**src/rtl/rf_pkg.sv**
```systemverilog
package rf_pkg;
    parameter int RF_ADDR_W     = 5;
    parameter int RF_DATA_W     = 32;
    parameter int RF_READ_PORTS = 2;
endpackage

```
**src/rtl/rf_storage.sv**
```systemverilog
module rf_storage #(
    parameter int ADDR_W  = rf_pkg::RF_ADDR_W,
    parameter int DATA_W  = rf_pkg::RF_DATA_W,
    parameter int N_READ  = rf_pkg::RF_READ_PORTS
) (
    input  logic                           clk,
    input  logic                           srst,
    input  logic                           wr_en,
    input  logic [ADDR_W-1:0]              wr_addr,
    input  logic [DATA_W-1:0]              wr_data,
    input  logic [N_READ-1:0][ADDR_W-1:0]  rd_addr,
    output logic [N_READ-1:0][DATA_W-1:0]  rd_word
);
    localparam int DEPTH = 1 << ADDR_W;

    logic [DATA_W-1:0] mem [DEPTH];

    // Rising-edge storage; no reset on the array.
    always_ff @(posedge clk) begin
        if (wr_en) begin
            mem[wr_addr] <= wr_data;
        end
    end

    // One combinational selector per read port.
    for (genvar p = 0; p < N_READ; p++) begin : g_sel
        assign rd_word[p] = mem[rd_addr[p]];
    end

    // an enabled write lands in the addressed entry.
    a_r4_write_lands: assert property (@(posedge clk) disable iff (srst)
        wr_en |=> mem[$past(wr_addr)] == $past(wr_data));

    // an entry that is not written holds its value.
    for (genvar e = 0; e < DEPTH; e++) begin : g_hold
        a_r5_entry_held: assert property (@(posedge clk) disable iff (srst)
            (!wr_en || wr_addr != ADDR_W'(e)) |=> $stable(mem[e]));
    end
endmodule

```
**src/rtl/rf_read_port.sv**
```systemverilog
module rf_read_port #(
    parameter int DATA_W = rf_pkg::RF_DATA_W
) (
    input  logic              clk,
    input  logic              srst,
    input  logic [DATA_W-1:0] word,
    output logic [DATA_W-1:0] q
);
    // Output capture on the falling edge.
    always_ff @(negedge clk) begin
        if (srst) begin
            q <= '0;
        end else begin
            q <= word;
        end
    end

    // the register holds the word selected one falling edge earlier.
    a_r3_capture: assert property (@(negedge clk) disable iff (srst)
        1'b1 |=> (srst || q == $past(word)));

    // a clear yields a zero output.
    a_r8_clear_zero: assert property (@(negedge clk)
        srst |=> q == '0);
endmodule

```
**src/rtl/dual_edge_regfile.sv**
```systemverilog
module dual_edge_regfile #(
    parameter int ADDR_W = rf_pkg::RF_ADDR_W,
    parameter int DATA_W = rf_pkg::RF_DATA_W
) (
    input  logic              clk,
    input  logic              srst,
    input  logic [ADDR_W-1:0] rd_addr_a,
    input  logic [ADDR_W-1:0] rd_addr_b,
    input  logic [ADDR_W-1:0] wr_addr,
    input  logic [DATA_W-1:0] wr_data,
    input  logic              wr_en,
    output logic [DATA_W-1:0] rd_data_a,
    output logic [DATA_W-1:0] rd_data_b
);
    localparam int N_READ = 2;

    logic [N_READ-1:0][ADDR_W-1:0] rd_addr;
    logic [N_READ-1:0][DATA_W-1:0] rd_word;
    logic [N_READ-1:0][DATA_W-1:0] rd_q;

    assign rd_addr[0] = rd_addr_a;
    assign rd_addr[1] = rd_addr_b;

    rf_storage #(
        .ADDR_W (ADDR_W),
        .DATA_W (DATA_W),
        .N_READ (N_READ)
    ) u_store (
        .clk     (clk),
        .srst    (srst),
        .wr_en   (wr_en),
        .wr_addr (wr_addr),
        .wr_data (wr_data),
        .rd_addr (rd_addr),
        .rd_word (rd_word)
    );

    for (genvar p = 0; p < N_READ; p++) begin : g_port
        rf_read_port #(
            .DATA_W (DATA_W)
        ) u_port (
            .clk  (clk),
            .srst (srst),
            .word (rd_word[p]),
            .q    (rd_q[p])
        );
    end

    assign rd_data_a = rd_q[0];
    assign rd_data_b = rd_q[1];
endmodule

```
**config.mk**
```make
export PLATFORM = sky130hd
export DESIGN_NAME = dual_edge_regfile
export DESIGN_NICKNAME = d
export VERILOG_FILES = /design/src/rtl/rf_pkg.sv /design/src/rtl/rf_storage.sv /design/src/rtl/rf_read_port.sv /design/src/rtl/dual_edge_regfile.sv
export SDC_FILE = /design/constraint.sdc
export NUM_CORES = 1
export LEC_CHECK = 0
export BUFFER_PORTS_ARGS = -buffer_cell sky130_fd_sc_hd__buf_2
export CAP_MARGIN = 30
export CORE_UTILIZATION = 44
export DETAILED_ROUTE_END_ITERATION = 10
export PLACE_DENSITY = 0.7
export SYNTH_ARGS = -nofsm -noshare
export SYNTH_HDL_FRONTEND = slang
export SYNTH_SLANG_ARGS = --single-unit
export TNS_END_PERCENT = 5
```
**constraint.sdc**
```tcl
create_clock -name clk -period 5.59 [get_ports clk]
set_input_delay 0.2795 -clock clk [delete_from_list [all_inputs] [get_ports clk]]
set_output_delay 0.2795 -clock clk [all_outputs]
set_load 0.02 [all_outputs]
```
Yosys cells after proc, flatten, opt, wreduce, memory -nomap -nowiden

Memories as Yosys holds them, arrays and structs flattened. A register that Yosys moved wholly into a read port is not among the register bits.
Cells that the tools add are included.

Mux-type cells: 2

Operators by type and width:

| kind             | number |
|---|---|
| 2-to-1 mux 1 bit | 2 |

Register bits after elaboration: 0
Memory bits (writable): 1024
Memories kept: 1

Memory list:

| name        | depth | bits a word | rd ports | clocked after Yosys merged registers in | wr ports | RTL line         | source |
|---|---|---|---|---|---|---|---|
| u_store.mem | 32    | 32          | 2        | 2                                       | 1        | rf_storage.sv:16 | `logic [DATA_W-1:0] mem [DEPTH];` |

Depth between registers and ports, before layout

Depth in word-level cells: 2
Mapped depth: 9

By module

From an unflattened synthesis, not the netlist that was laid out.

Cell total of the unflattened synthesis: 3522
Area total of the unflattened synthesis: 50523.5 um2

Modules (own cells, without submodules):

| module       | instances | cells an instance | area an instance (um2) | seq. area each (um2) |
|---|---|---|---|---|
| rf_storage   | 1         | 3386              | 48789.3                | 30749.5 |
| rf_read_port | 2         | 68                | 867.1                  | 640.6 |

==> impl_summary.md <==
Worst setup path
The signal on the critical path passes through buf_4 > buf_4 > mux4_2 > mux2i_1 > a221o_1 > a31oi_1. The critical-path maximum fanout is 24. The worst setup path is captured at a flip-flop. Together, buffers and inverters on the worst path number 2.

For the worst setup path, the data required time is 3.34 ns. The critical setup path kind is input port to flip-flop. On the critical path, the stage with the largest delay is an instance of sky130_fd_sc_hd__buf_4. The kind of start point of the critical path is an input port.

The most common cell type on the critical path is sky130_fd_sc_hd__buf_4. The family with the most delay on the worst path is buffers and inverters. The largest stage delay on the critical path is 0.50 ns. The arrival time of the worst setup path is 2.35 ns.

STA
The slack of the critical path is 0.9874 ns. Setup repair after global routing left no endpoint under its margin. The setup skew after layout is approximately 0.033 ns. Setup total negative slack on the finished layout was measured at 0 ns.

The count of endpoints failing hold in the final timing report is 0. The pin slew with the least headroom to its limit is roughly 0.99 ns. The count of pins over their slew limit is 0. Setup violations remaining at the end of the flow were counted as 0. The max-slew headroom at the worst pin is 0.3415.

Power
IR analysis of the VDD net gives a maximum drop of around 0.27 mV. The cell leakage power is 18.43 nW. The power density over cell area is between 300 and 400 nW/µm².

The design draws between 15 and 20 mW.

Clock network
The number of clock buffers inserted by TritonCTS is 107. The H-tree generated during clock tree synthesis spans 3 levels. TritonCTS built the clock tree. The buffer type at the clock tree root is sky130_fd_sc_hd__clkbuf_16.

Buffers inserted to repair hold after CTS numbered 0. The number of buffers inserted by post-CTS setup repair is 0. Counting every sink on the clock net gives 1088. The clock slew at the register clock pins of the worst setup and hold paths is roughly 0.07 ns. The clock latency of the later-clocked register in the worst-skew pair is 0.70 ns.

The post-cts gate resize count is 0. The largest buffer count on any clock path is 3.

Routing
The average wire per cell in the routed design is approximately 35 µm. The initial detailed-routing violation count is 3995. In the routed design, unresolved DRC markers number 0. For this block, the via count after detailed routing is 28.35k. The ratio of routed vias to standard cells is 6.769. The number of iterations in the first detailed-routing pass is 6.

The number of antenna-violating nets in the routed design is 0. For this block, the routed nets add up to between 100 and 150 mm of wire.

Yosys
The total of warnings raised by yosys is 0. The mapped netlist covers just under 50000 µm². The number of nets in the synthesized netlist is between 2k and 2.5k. The flip-flop and latch count after synthesis is 1088.

The number of distinct standard cells referenced by the synthesized netlist is 31. The register area share after synthesis is 0.6567. A synthesized cell averages between 20 and 25 µm². In the post-synthesis netlist, the biggest area contributors are sky130_fd_sc_hd__edfxtp_1, sky130_fd_sc_hd__mux4_2, sky130_fd_sc_hd__mux2i_1.

Of the post-synthesis cell area, the dominant cell type holds 0.6305. The biggest area contributor in the post-synthesis netlist is sky130_fd_sc_hd__edfxtp_1. The number of instances in the synthesized netlist is ~2.4k.

Final layout
The area growth from synthesis to layout is 14.57%. Leaving out fill and tap cells, the most frequent cells in the layout are sky130_fd_sc_hd__edfxtp_1, sky130_fd_sc_hd__mux4_2, sky130_fd_sc_hd__mux2i_1. The fraction of layout cells with a size suffix above 1 is 0.3487.

Fill cells in the final layout number approximately 8.5k. Measured on the finished design, the core utilization comes to 0.5112. The library cell used most frequently in the layout, excluding fill and tap cells, is sky130_fd_sc_hd__edfxtp_1.

The final design instance area without fill is roughly 56000 µm². The final layout contains 2667 nets.

Global route
The most used routing layer in global routing is met2. The first global-routing pass estimated slightly above 200 mm of wire. The number of antenna violations at the first check in global routing is 12. For met1 alone, demand over resource in global routing was 0.3383. For this run, the total global-route usage over all layers was measured as 0.2601. In the global route stage, met3 resource usage came out at 0.05869. The maximum number of pins on one net before global-route repair is 53.

The via count of the first global-routing pass came to about 29k. The met2 demand-to-capacity share in global routing is 0.4177. The total overflow left after global routing is 0.

Floorplanning
The height of the chip is around 330 µm. The core region is between 100000 and 150000 µm². The initial utilization of the core area, before any placement, comes to 0.4462. Pin placement for this block handled between 100 and 150 I/O pins. The number of rows in the core area is approximately 120. The die is approximately 330 µm wide. The total die area is between 100000 and 150000 µm².

Placed design
Detailed placement finished with a half-perimeter wire length of just over 90 mm. The congestion estimate from routability-driven global placement came to 0.8564. Prior to clock tree synthesis, the placed netlist has a worst setup slack of around 0.4 ns. After detailed placement, the total cell area comes to around 52000 µm².

Port buffering added approximately 110 buffers.

Run status
The run finished with clean final reports.

Job
Max-cap violations in this run came to 0.

Min path
The kind of path behind the tightest hold check is input port to flip-flop.
-- metal layers --
layer / part of all wire / up-vias / wire (µm)
met5: 0.00075 / - / 110
met4: 0.047 / 18 / 6854
met3: 0.12 / 369 / 17110
met2: 0.48 / 2092 / 70060
met1: 0.36 / 14950 / 52300
li1: - / 10930 / -
-- registers in the layout, summed over array words and instances, names as in the netlist --
| name | count |
|---|---|
| u_store.mem | 1024 |
| g_port.u_port.q | 64 |
-- cell usage after synthesis, drive strengths merged --
master,instances
or3,1
a22oi,64
nand3,2
nor2b,6
or3b,3
a221o,64
nor2,41
nand2,29
clkbuf,72
inv,3
buf,127
mux2i,256
dfxtp,64
a221oi,50
a31oi,64
nand3b,5
o21ai,50
and2,2
edfxtp,1024
o2111ai,14
mux4,448
-- power by group --
| group | leakage [nW] | switching [mW] | internal [mW] |
|---|---|---|---|
| sequential | 9.76 | 0.0770 | 9.05 |
| clock | 2.10 | 3.23 | 4.36 |
| combinational | 6.57 | 0.891 | 0.618 |
-- cell families (layout without fill, tap and decap cells) --
kind of cell / after synthesis / count (layout) / synth area share
compound gates: 306 / 306 / 0.05102
buf+inv: 202 / 523 / 0.02447
flops: 1088 / 1088 / 0.6567
mux: 704 / 704 / 0.2594
other cells: 0 / 2 / 0
simple gates: 89 / 89 / 0.008363
-- stage by stage --
step           hold slack [ns]  cells
4_1_cts                0.05325   4186
3_5_place_dp            0.7910   3921
3_3_place_gp            0.7606   3913
6_report               0.06953   4188
2_1_floorplan           0.3784   2389
5_1_grt                0.09949   4187
-- path summary, 6_finish.rpt --
path              slack [ns]                     end  cells after the start                start
hold / removal          0.07      u_store.mem[2][13]                      1          wr_data[13]
setup reg to reg        1.08  g_port[0].u_port.q[23]                      4  u_store.mem[15][23]
hold reg to reg         3.58  g_port[1].u_port.q[27]                      4  u_store.mem[30][27]
setup / recovery        0.99   g_port[0].u_port.q[9]                      6         rd_addr_a[1]
-- layout make-up --
type,count,area [µm²],share of cell area
flip-flops and latches,1088,32030,0.5732
clock buffers,134,2958,0.05293
multi-input cells,1099,15850,0.2837
diodes,2,5.005,0.00008957
clock inverters,132,909.6,0.01628
well taps,1476,1847,0.03305
repair buffers,255,2266,0.04055
inverters,2,12.51,0.0002239
Note: power is estimated with default switching activity, not from simulation.
